### config.mk
export PLATFORM = sky130hd
export DESIGN_NAME = dsm_audio_mod
export DESIGN_NICKNAME = d
export VERILOG_FILES = /design/src/rtl/dsm_pkg.sv /design/src/rtl/dsm_phase_gen.sv /design/src/rtl/dsm_interp.sv /design/src/rtl/dsm_core.sv /design/src/rtl/dsm_shaper.sv /design/src/rtl/dsm_audio_mod.sv
export SDC_FILE = /design/constraint.sdc
export NUM_CORES = 1
export LEC_CHECK = 0
export ABC_CLOCK_PERIOD_IN_PS = 19000
export BUFFER_PORTS_ARGS = -buffer_cell sky130_fd_sc_hd__buf_2
export CAP_MARGIN = 10
export CELL_PAD_IN_SITES_DETAIL_PLACEMENT = 0
export CELL_PAD_IN_SITES_GLOBAL_PLACEMENT = 1
export CORE_MARGIN = 10
export CORE_UTILIZATION = 53
export DETAILED_ROUTE_END_ITERATION = 10
export GPL_ROUTABILITY_DRIVEN = 1
export GPL_TIMING_DRIVEN = 1
export HOLD_SLACK_MARGIN = 0.02
export PLACE_DENSITY = 0.95
export REMOVE_ABC_BUFFERS = 1
export SLEW_MARGIN = 20
export SYNTH_ARGS = -nofsm -noshare
export SYNTH_HDL_FRONTEND = slang
export SYNTH_SLANG_ARGS = --single-unit
export TNS_END_PERCENT = 20
### constraint.sdc
create_clock -name clk_i -period 19 [get_ports clk_i]
set_input_delay 3.8 -clock clk_i [delete_from_list [all_inputs] [get_ports clk_i]]
set_output_delay 3.8 -clock clk_i [all_outputs]
set_load 0.05 [all_outputs]
### src/rtl/dsm_pkg.sv
package dsm_pkg;
  localparam int unsigned DEF_SMP_W  = 16;
  localparam int unsigned DEF_FRAC_W = 8;
  localparam int unsigned DEF_ACC_W  = 22;
  localparam int unsigned DEF_PER_W  = 16;
  localparam int unsigned SUB_W      = 3;
  typedef logic [SUB_W-1:0] sub_t;
endpackage

### src/rtl/dsm_phase_gen.sv
module dsm_phase_gen
  import dsm_pkg::*;
#(
  parameter int unsigned PER_W = DEF_PER_W
) (
  input  logic             clk_i,
  input  logic             rst_ni,
  input  logic             en_i,
  input  logic             tick_i,
  input  logic             speed_i,
  input  logic [PER_W-1:0] period_i,
  output sub_t             sub_o,
  output logic             sub_last_o,
  output logic             bit_upd_o,
  output logic             smp_stb_o
);
  sub_t             sub_q;
  sub_t             sub_max;
  logic [PER_W-1:0] cnt_q;
  logic             adv;
  logic             cnt_end;

  assign sub_max    = speed_i ? sub_t'(7) : sub_t'(3);
  assign sub_last_o = (sub_q >= sub_max);
  assign adv        = en_i & tick_i;
  assign cnt_end    = (cnt_q >= period_i);
  assign bit_upd_o  = adv & sub_last_o;
  assign smp_stb_o  = adv & cnt_end;
  assign sub_o      = sub_q;

  always_ff @(posedge clk_i or negedge rst_ni) begin
    if (!rst_ni) begin
      sub_q <= '0;
      cnt_q <= '0;
    end else if (!en_i) begin
      sub_q <= '0;
      cnt_q <= '0;
    end else if (tick_i) begin
      sub_q <= sub_last_o ? '0 : sub_q + sub_t'(1);
      cnt_q <= cnt_end ? '0 : cnt_q + PER_W'(1);
    end
  end

  // bits last at least four ticks
  assert_upd_spacing_R3: assert property (@(posedge clk_i) disable iff (!rst_ni)
    bit_upd_o |=> !bit_upd_o);

  assert_no_tick_freeze_R9: assert property (@(posedge clk_i) disable iff (!rst_ni)
    en_i && !tick_i |=> $stable(sub_o));
endmodule

### src/rtl/dsm_interp.sv
module dsm_interp
  import dsm_pkg::*;
#(
  parameter int unsigned SMP_W  = DEF_SMP_W,
  parameter int unsigned FRAC_W = DEF_FRAC_W,
  parameter int unsigned PER_W  = DEF_PER_W
) (
  input  logic                    clk_i,
  input  logic                    rst_ni,
  input  logic                    en_i,
  input  logic                    tick_i,
  input  logic                    interp_en_i,
  input  logic                    smp_stb_i,
  input  logic [PER_W-1:0]        period_i,
  input  logic signed [SMP_W-1:0] sample_i,
  output logic signed [SMP_W-1:0] x_o
);
  localparam int unsigned VW = SMP_W + FRAC_W;
  localparam int unsigned MW = VW;
  localparam int unsigned DW = PER_W + 1;
  localparam int unsigned CW = $clog2(MW + 1);

  logic signed [VW-1:0] v_q, step_q, target;
  logic signed [VW:0]   diff;
  logic [MW-1:0]        mag;
  logic [MW-1:0]        quo_q;
  logic [DW-1:0]        rem_q, div_q;
  logic [DW:0]          shifted;
  logic                 fits;
  logic [CW-1:0]        cnt_q;
  logic                 busy_q, neg_q;

  assign target  = {sample_i, {FRAC_W{1'b0}}};
  assign diff    = {target[VW-1], target} - {v_q[VW-1], v_q};
  assign mag     = diff[VW] ? MW'(-diff) : diff[MW-1:0];
  assign shifted = {rem_q, quo_q[MW-1]};
  assign fits    = (shifted >= {1'b0, div_q});
  assign x_o     = v_q[VW-1:FRAC_W];

  always_ff @(posedge clk_i or negedge rst_ni) begin
    if (!rst_ni) begin
      v_q <= '0; step_q <= '0; quo_q <= '0; rem_q <= '0;
      div_q <= '0; cnt_q <= '0; busy_q <= 1'b0; neg_q <= 1'b0;
    end else if (!en_i) begin
      v_q <= '0; step_q <= '0; quo_q <= '0; rem_q <= '0;
      div_q <= '0; cnt_q <= '0; busy_q <= 1'b0; neg_q <= 1'b0;
    end else begin
      if (smp_stb_i) begin
        step_q <= '0;
        if (!interp_en_i) begin
          v_q    <= target;
          busy_q <= 1'b0;
        end else begin
          // step = (target - v) / (period + 1): gain compensation
          neg_q  <= diff[VW];
          quo_q  <= mag;
          rem_q  <= '0;
          div_q  <= {1'b0, period_i} + DW'(1);
          cnt_q  <= CW'(MW);
          busy_q <= 1'b1;
        end
      end else begin
        if (tick_i && interp_en_i) v_q <= v_q + step_q;
        if (busy_q) begin
          if (cnt_q != '0) begin
            rem_q <= fits ? DW'(shifted - {1'b0, div_q}) : shifted[DW-1:0];
            quo_q <= {quo_q[MW-2:0], fits};
            cnt_q <= cnt_q - CW'(1);
          end else begin
            step_q <= neg_q ? -quo_q : quo_q;
            busy_q <= 1'b0;
          end
        end
      end
    end
  end

  assert_hold_load_R4: assert property (@(posedge clk_i) disable iff (!rst_ni)
    en_i && smp_stb_i && !interp_en_i |=> x_o == $past(sample_i));

  assert_hold_stable_R4: assert property (@(posedge clk_i) disable iff (!rst_ni)
    en_i && !smp_stb_i && !interp_en_i |=> $stable(x_o));
endmodule

### src/rtl/dsm_core.sv
module dsm_core
  import dsm_pkg::*;
#(
  parameter int unsigned SMP_W = DEF_SMP_W,
  parameter int unsigned ACC_W = DEF_ACC_W
) (
  input  logic                    clk_i,
  input  logic                    rst_ni,
  input  logic                    en_i,
  input  logic                    upd_i,
  input  logic signed [SMP_W-1:0] x_i,
  output logic                    bit_o
);
  localparam int unsigned EW = ACC_W + 2;
  localparam logic signed [EW-1:0] A_MAX = EW'((64'sd1 <<< (ACC_W-1)) - 64'sd1);
  localparam logic signed [EW-1:0] A_MIN = EW'(-(64'sd1 <<< (ACC_W-1)));
  localparam logic signed [EW-1:0] FB    = EW'(64'sd1 <<< (SMP_W-1));

  logic signed [ACC_W-1:0] i1_q, i2_q, i1_n, i2_n;
  logic signed [EW-1:0]    fb, s1, s2;
  logic                    y, bit_q;

  function automatic logic signed [ACC_W-1:0] clamp(input logic signed [EW-1:0] s);
    if (s > A_MAX)      return A_MAX[ACC_W-1:0];
    else if (s < A_MIN) return A_MIN[ACC_W-1:0];
    else                return s[ACC_W-1:0];
  endfunction

  // quantize the second integrator before its update: NTF = (1 - z^-1)^2
  assign y    = ~i2_q[ACC_W-1];
  assign fb   = y ? FB : -FB;
  assign s1   = EW'(i1_q) + EW'(x_i) - fb;
  assign i1_n = clamp(s1);
  assign s2   = EW'(i2_q) + EW'(i1_n) - fb;
  assign i2_n = clamp(s2);
  assign bit_o = bit_q;

  always_ff @(posedge clk_i or negedge rst_ni) begin
    if (!rst_ni) begin
      i1_q <= '0; i2_q <= '0; bit_q <= 1'b0;
    end else if (!en_i) begin
      i1_q <= '0; i2_q <= '0; bit_q <= 1'b0;
    end else if (upd_i) begin
      i1_q  <= i1_n;
      i2_q  <= i2_n;
      bit_q <= y;
    end
  end

  assert_acc_clear_R8: assert property (@(posedge clk_i) disable iff (!rst_ni)
    !en_i |=> (i1_q == '0) && (i2_q == '0) && !bit_o);

  assert_bit_hold_R3: assert property (@(posedge clk_i) disable iff (!rst_ni)
    en_i && !upd_i |=> $stable(bit_o));
endmodule

### src/rtl/dsm_shaper.sv
module dsm_shaper
  import dsm_pkg::*;
(
  input  logic run_i,
  input  logic shape_i,
  input  logic bit_i,
  input  sub_t sub_i,
  input  logic sub_last_i,
  output logic pdm_o
);
  logic shaped;

  assign shaped = bit_i ? !sub_last_i : (sub_i == '0);
  assign pdm_o  = run_i & (shape_i ? shaped : bit_i);
endmodule

### src/rtl/dsm_audio_mod.sv
module dsm_audio_mod
  import dsm_pkg::*;
#(
  parameter int unsigned PER_W  = DEF_PER_W,
  parameter int unsigned SMP_W  = DEF_SMP_W,
  parameter int unsigned FRAC_W = DEF_FRAC_W,
  parameter int unsigned ACC_W  = DEF_ACC_W
) (
  input  logic             clk_i,
  input  logic             rst_ni,
  input  logic             en_i,
  input  logic             tick_i,
  input  logic [PER_W-1:0] period_i,
  input  logic             speed_i,
  input  logic             mode_i,
  input  logic [SMP_W-1:0] sample_i,
  output logic             pdm_o
);
  sub_t                    sub;
  logic                    sub_last, bit_upd, smp_stb, bit_val, run_q;
  logic signed [SMP_W-1:0] x_val;

  always_ff @(posedge clk_i or negedge rst_ni) begin
    if (!rst_ni) run_q <= 1'b0;
    else         run_q <= en_i;
  end

  dsm_phase_gen #(.PER_W(PER_W)) i_phase (
    .clk_i, .rst_ni, .en_i, .tick_i, .speed_i, .period_i,
    .sub_o(sub), .sub_last_o(sub_last), .bit_upd_o(bit_upd), .smp_stb_o(smp_stb)
  );

  dsm_interp #(.SMP_W(SMP_W), .FRAC_W(FRAC_W), .PER_W(PER_W)) i_interp (
    .clk_i, .rst_ni, .en_i, .tick_i, .interp_en_i(mode_i), .smp_stb_i(smp_stb),
    .period_i, .sample_i($signed(sample_i)), .x_o(x_val)
  );

  dsm_core #(.SMP_W(SMP_W), .ACC_W(ACC_W)) i_core (
    .clk_i, .rst_ni, .en_i, .upd_i(bit_upd), .x_i(x_val), .bit_o(bit_val)
  );

  dsm_shaper i_shaper (
    .run_i(run_q), .shape_i(mode_i), .bit_i(bit_val), .sub_i(sub),
    .sub_last_i(sub_last), .pdm_o
  );

  assert_idle_low_R1: assert property (@(posedge clk_i) disable iff (!rst_ni)
    !en_i |=> !pdm_o);

  assert_first_high_R7: assert property (@(posedge clk_i) disable iff (!rst_ni)
    run_q && mode_i && (sub == '0) |-> pdm_o);

  assert_last_low_R7: assert property (@(posedge clk_i) disable iff (!rst_ni)
    run_q && mode_i && sub_last |-> !pdm_o);
endmodule

Word-level counts from Yosys, hierarchy flattened
Cells that the tools add are included.
Widths: inputs -> output; s select.
Cells by class
  add/subtract/negate cells: 13
  magnitude comparators: 7
  eq/ne operators: 10
  multiplexer cells: 57
  bitwise operators: 5
  reductions and logical operators: 8
Operators by type and width (count)
  $mux 24: 16
  $mux 22: 8
  $mux 17: 9
  $gt 24x22->1 const B: 2
  $lt 24x22->1 const B: 2
  $mux 16: 3
  $neg 24->24: 2
  $sub 24x24->24: 2
  $mux 5: 5
  $sub 24x24->25: 1
  $add 24x24->24: 1
  $add 22x16->23: 1
  $add 22x22->23: 1
  $ge 18x17->1: 1
  $add 16x1->17 const B: 1
  $sub 17x17->17: 1
  $add 16x1->16 const B: 1
  $ge 16x16->1: 1
  $mux 1: 12
  $mux 3: 4
  $ne 3x1->1 const B: 3
  $ne 2x1->1 const B: 4
  $ne 3x3->1 const B: 2
  $reduce_and 2->1: 3
  11 further kinds: 14
Storage, ports and cells
  register bits after elaboration: 178
  bits of input ports: 38
  word-level logic and storage cells: 114

Logic depth before layout (Yosys ltp)
  depth after elaboration: 12
  gate-level depth with buffers: 45
  depth with buffers taken out: 43

Modules after synthesis
Synthesis repeated with hierarchy kept, for this count alone.
Unflattened totals
  cell total of the unflattened synthesis: 1965
  area total of the unflattened synthesis: 15960.3 sq um
By module, submodules not included
  dsm_interp: times used 1, cells each 1120, area each 9246.4 sq um, sequential area each 2827.7 sq um
  dsm_core: times used 1, cells each 668, area each 5216.3 sq um, sequential area each 1126.1 sq um
  dsm_phase_gen: times used 1, cells each 173, area each 1442.6 sq um, sequential area each 475.5 sq um
  dsm_shaper: times used 1, cells each 3, area each 30.0 sq um, sequential area each 0.0 sq um
  dsm_audio_mod: times used 1, cells each 1, area each 25.0 sq um, sequential area each 25.0 sq um

Worst setup path after synthesis
Ideal clock, no wire load.
  path kind: input to output
  from: input speed_i
  to: output pdm_o
  arrival: 5.539 ns
  slack: 9.661 ns
  stages on the path: 5
  cell sequence: inv_1 -> ha_1 -> a21oi_1 -> o21ai_0 -> a21boi_0
Between the ends
  cells in the longest elaborated chain, start to end: 6
Ends and longest elaborated chain
  start, declared: line dsm_audio_mod.sv:14  | input logic speed_i,
  $mux 3: line dsm_phase_gen.sv:23  | assign sub_max = speed_i ? sub_t'(7) : sub_t'(3);
  $ge 3x3->1: line dsm_phase_gen.sv:24  | assign sub_last_o = (sub_q >= sub_max);
  $logic_not 1->1: line dsm_shaper.sv:13  | assign shaped = bit_i ? !sub_last_i : (sub_i == '0);
  $mux 1: line dsm_shaper.sv:13
  $mux 1: line dsm_shaper.sv:14  | assign pdm_o = run_i & (shape_i ? shaped : bit_i);
  $and 1x1->1: line dsm_shaper.sv:14
  end, declared: line dsm_audio_mod.sv:17  | output logic pdm_o
No other way between the ends.

Worst setup path after layout
  from: register i_interp.v_q[8]
  to: register i_core.i2_q[11]
Between the ends
  cells in the longest elaborated chain, start to end: 12
Ends and longest elaborated chain
  start, declared: line dsm_interp.sv:23  | logic signed [VW-1:0] v_q, step_q, target;
  start signal, assigned: line dsm_interp.sv:51  | v_q <= target;
  start signal, assigned: line dsm_interp.sv:63  | if (tick_i && interp_en_i) v_q <= v_q + step_q;
  $add 22x16->23 *: line dsm_core.sv:32  | assign s1 = EW'(i1_q) + EW'(x_i) - fb;
  $sub 24x24->24 *: line dsm_core.sv:32
  $lt 24x22->1: line dsm_core.sv:25  | else if (s < A_MIN) return A_MIN[ACC_W-1:0];
  $mux 22: line dsm_core.sv:25
  $mux 22 *: line dsm_core.sv:24  | if (s > A_MAX) return A_MAX[ACC_W-1:0];
  $add 22x22->23 *: line dsm_core.sv:34  | assign s2 = EW'(i2_q) + EW'(i1_n) - fb;
  $sub 24x24->24 *: line dsm_core.sv:34
  $lt 24x22->1: line dsm_core.sv:25
  $mux 22: line dsm_core.sv:25
  $mux 22 *: line dsm_core.sv:24
  $mux 22 *: line dsm_core.sv:43  | end else if (upd_i) begin
  $mux 22 *: line dsm_core.sv:41  | end else if (!en_i) begin
  end signal, assigned: line dsm_core.sv:45  | i2_q <= i2_n;
  end, declared: line dsm_core.sv:19  | logic signed [ACC_W-1:0] i1_q, i2_q, i1_n, i2_n;
Mark *: on every way between the ends. The rest lies on a longest branch, timed or not. The select of a mux whose other input is x is not followed.
A chain may end at the register's enable or synchronous reset.

==> metrics.sh <==
RUN_STATUS='complete, no violations'
TRITONCTS.NUM_BUFFERS=17
AVGROUTEDWIREPERCELL_UM=18.2
CHIPWIDTH_UM=190
ROUTED-VIA-COUNT=13974
YS_WARN_COUNT=0
GROUTE.USAGE.OVERALL_PCT=22.6
CELLLEAKAGEPOWER_nW=7.85
SYNTHESIZED_AREA_PER_CELL_UM2=8.30
DIE_HEIGHT_UM=190
CRIT-REG2REG-LAUNCH='i_interp.v_q[8]'
FILLERINSTANCES=2614
HOLD_BUFFERS=0
NUM-NETS-FINAL=2043
POST_ROUTE_WL_UM=40900
GRT_MAX_DEGREE=102
WORST_PATH_CELL_WITH_THE_LONGEST_STAGE_DELAY='o311ai_0'
WIRE_LENGTH_OF_THE_FIRST_GLOBAL_ROUTING_PASS_UM=68100
FMAX_MHz=95.0
HOLD_PATH_CLASS='reg -> reg'
INITIAL_CORE_UTIL_PCT=53.6
SLEW-LIMIT-HEADROOM_PCT=30.1
PERIOD_SHARE_PCT=55.4
HTREEDEPTH=4
DIE-AREA_MM2=0.0362
SETUP-VIOLATIONS-FINAL=0
CPMOSTUSEDCELL='a21oi_1'
PART_OF_THE_YOSYS_AREA_USED_FOR_SEQUENTIAL_ELEMENTS_PCT=29.0
WORSTSETUPENDPOINTTYPE='flip-flop'
FLOW.AREA_GROWTH_FROM_SYNTHESIS_PCT=7.64
INSERTION_DELAY_PS=460
SETUP_SLACK_PS=8480
P_PER_AREA_mW_PER_MM2=67.6
TIMING.CLOCK.SKEW_PS=12.6
CTS.CLK_SLEW.WORST_PATHS_PS=70
POSTSYNTH.TOPFLOPCELL='dfrtp_1'
YS_TYPES=87
FIN_CRIT_PS=10520
VDD.IR_DROP.WORST_mV=0.0638
TRITONCTS_CLOCK_TREE='yes'
MAXCAPVIOLCOUNT=0
POSTLAYOUTCELLAREA_MM2=0.0166
WORSTSETUPSTARTPOINTTYPE='flip-flop'
CRIT_FANOUT=35
VIASPERCELL=6.20
POSTSYNTHREGISTERBITS=178
HPWL_UM=29800
CLOCK-SINKS=178
CRIT_START='i_interp.v_q[8]'
CRITICALPATHCATEGORY='reg -> reg'
SYNTH_EDF_COUNT=0
CP.ARRIVAL_PS=10910
GLOBALPLACE.CONGESTION=0.900
CRITICAL_PATH.MAX_STAGE_DELAY_PS=660
ITER_0_DRT_VIOLATIONS=1192
POSTCTSSETUPREPAIRBUFS=0
FINAL_LAYOUT_SIZE_SUFFIX_GT1_SHARE_PCT=7.17
FINALSETUPTNS_PS=0
POWER.TOTAL_mW=1.12
FINALMAXSLEWVIOLATIONS=0
POST_ROUTE_DRC=0
PLACE_WS_PS=8690
CTS.REPAIR.RESIZED=0
TIMING.FINAL.HOLD_VIOLATIONS=0
PLACEMENT.IO_BUFFERS=38
SYNTHESIS.INSTANCES=1853
PLACED_AREA_MM2=0.0159
CTS_ROOT_BUF='clkbuf_16'
DETAILEDROUTE.FIRSTPASSITERATIONCOUNT=6
VIA_COUNT_OF_THE_FIRST_GLOBAL_ROUTING_PASS=13649
SYNTHESIS.AREA_MM2=0.0154
MULTI_INPUT_COMB_AREA_MM2=0.0102
FF_LATCH_AREA_MM2=0.00445
TIMING.CRITICAL_PATH.REQUIRED_PS=19390
GRT_OVERFLOW_TOTAL=0
R2R.WORST_PATH.CELLS=45
SYNTH-ASYNC-RESET-RATIO_PCT=100
MIN-DELAY-START='i_core.i1_q[18]'
HOLD_PATH_DEPTH=1
ANTENNA_CELLS_INSERTED=0
CORE-AREA_MM2=0.0287
ROWS=62
CTS_MAX_PATH_BUFFERS=2
POSTROUTEANTENNANETS=0
RSZ_0062_RAISED_AFTER_GLOBAL_ROUTING='false'
IO_PINS=39
INITIAL_ANTENNA_VIOLATION_COUNT=0
TIGHTEST_SLEW_PS=1050
cell families (layout without fill, tap and decap cells):
group,count (synthesis),count (layout),synth area share [%]
AO/OA/AOI/OAI,604,604,25.9
XOR/XNOR,135,135,7.69
adder cells (fa/ha/maj),148,148,12.3
buffers and inverters,188,205,4.77
flip-flops,178,178,29.0
multiplexers,24,24,1.61
AND/OR/NAND/NOR,576,576,18.7
power breakdown:
group | switching [mW] | total [mW] | internal [mW] | leakage, nW
clock | 0.168 | 0.382 | 0.214 | 0.299
combinational | 0.208 | 0.345 | 0.136 | 5.08
sequential | 0.00770 | 0.393 | 0.386 | 2.47
registers in the layout (all words and copies together) (netlist names):
register         count
i_interp.neg_q       1
i_core.bit_o         1
i_phase.sub_o        3
i_interp.v_q        24
i_interp.quo_q      24
i_interp.rem_q      17
run_q                1
i_core.i1_q         22
i_phase.cnt_q       16
i_interp.step_q     24
i_core.i2_q         22
i_interp.busy_q      1
i_interp.div_q      17
i_interp.cnt_q       5
worst paths after layout:
kind	endpoint	slack [ps]
max	i_core.i2_q[11]	8480
min	i_core.i1_q[18]	490
max reg2reg	i_core.i2_q[11]	8480
min reg2reg	i_core.i1_q[18]	490
max in group asynchronous	i_phase.cnt_q[12]	13970
min in group asynchronous	i_interp.v_q[19]	3450
Yosys cell counts (all sizes together) (9+ instances only):
master	count	area share, %
a211o	12	0.68
a211oi	53	2.6
a21boi	10	0.49
a21o	48	2.4
a21oi	121	3.9
a221o	20	1.3
a31oi	20	0.81
and2	9	0.37
and3	37	1.5
buf	12	0.48
clkbuf	60	1.5
dfrtp	178	29
ha	142	12
inv	115	2.8
mux2i	21	1.4
nand2	154	3.8
nand2b	19	0.77
nand3	54	1.8
nand4	24	1.0
nor2	137	3.3
nor2b	22	0.89
nor3	33	1.1
nor4	17	0.77
o211ai	16	0.78
o21a	24	1.2
o21ai	163	5.3
o21bai	9	0.44
o31ai	33	1.6
or2	14	0.57
or3	19	0.78
or4	9	0.49
xnor2	77	4.4
xor2	58	3.3
layout by cell type (no fill, tap or decap), types with 21 or more instances in the layout:
| master | count |
|---|---|
| and3_1 | 36 |
| o31ai_1 | 33 |
| o21ai_0 | 160 |
| dfrtp_1 | 178 |
| nand3_1 | 53 |
| inv_1 | 115 |
| a21oi_1 | 121 |
| nand2_1 | 154 |
| o21a_1 | 24 |
| buf_2 | 37 |
| nor2b_1 | 22 |
| nand4_1 | 23 |
| a21o_1 | 47 |
| xnor2_1 | 77 |
| nor2_1 | 135 |
| ha_1 | 142 |
| xor2_1 | 58 |
| a211oi_1 | 52 |
| nor3_1 | 33 |
| mux2i_1 | 21 |
layer usage:
| metal | share of wire [%] | vias up | wire, µm | GRT usage, % |
|---|---|---|---|---|
| met2 | 47 | 362 | 19100 | 36.7 |
| met1 | 46 | 6740 | 18900 | 30.3 |
| met3 | 4.4 | 79 | 1800 | 3.09 |
| li1 | - | 6793 | - | - |
| met4 | 2.6 | 0 | 1050 | 7.54 |
| met5 | 0 | - | 0 | 0 |
through the flow:
stage | hold WS (ps) | util, % | instances
floorplan | 456 | - | 1781
global placement | 467 | 55.6 | 2222
detailed placement | 473 | 55.6 | 2222
CTS | 493 | 57.7 | 2254
global route | 512 | 57.7 | 2254
finish | 490 | 57.7 | 2254
critical path: cells and delay by family, from the launching register on:
kind	cells	cell delay, ps
adders and majority gates	6	2140
DFF	1	390
and+or+nand+nor	12	2040
xor gates and xnor gates	2	410
buffers and inverters	5	840
AOI/OAI and AO/OA	19	4340
muxes	1	280
area by class of cell:
type,count,area share [%]
timing repair buffer,57,2.06
inverter,116,2.63
sequential,178,26.9
tap,384,2.90
clock buffer,20,2.70
multi-input combinational,1487,61.8
clock inverter,12,1.02
Note: power is estimated with default switching activity, not from simulation.
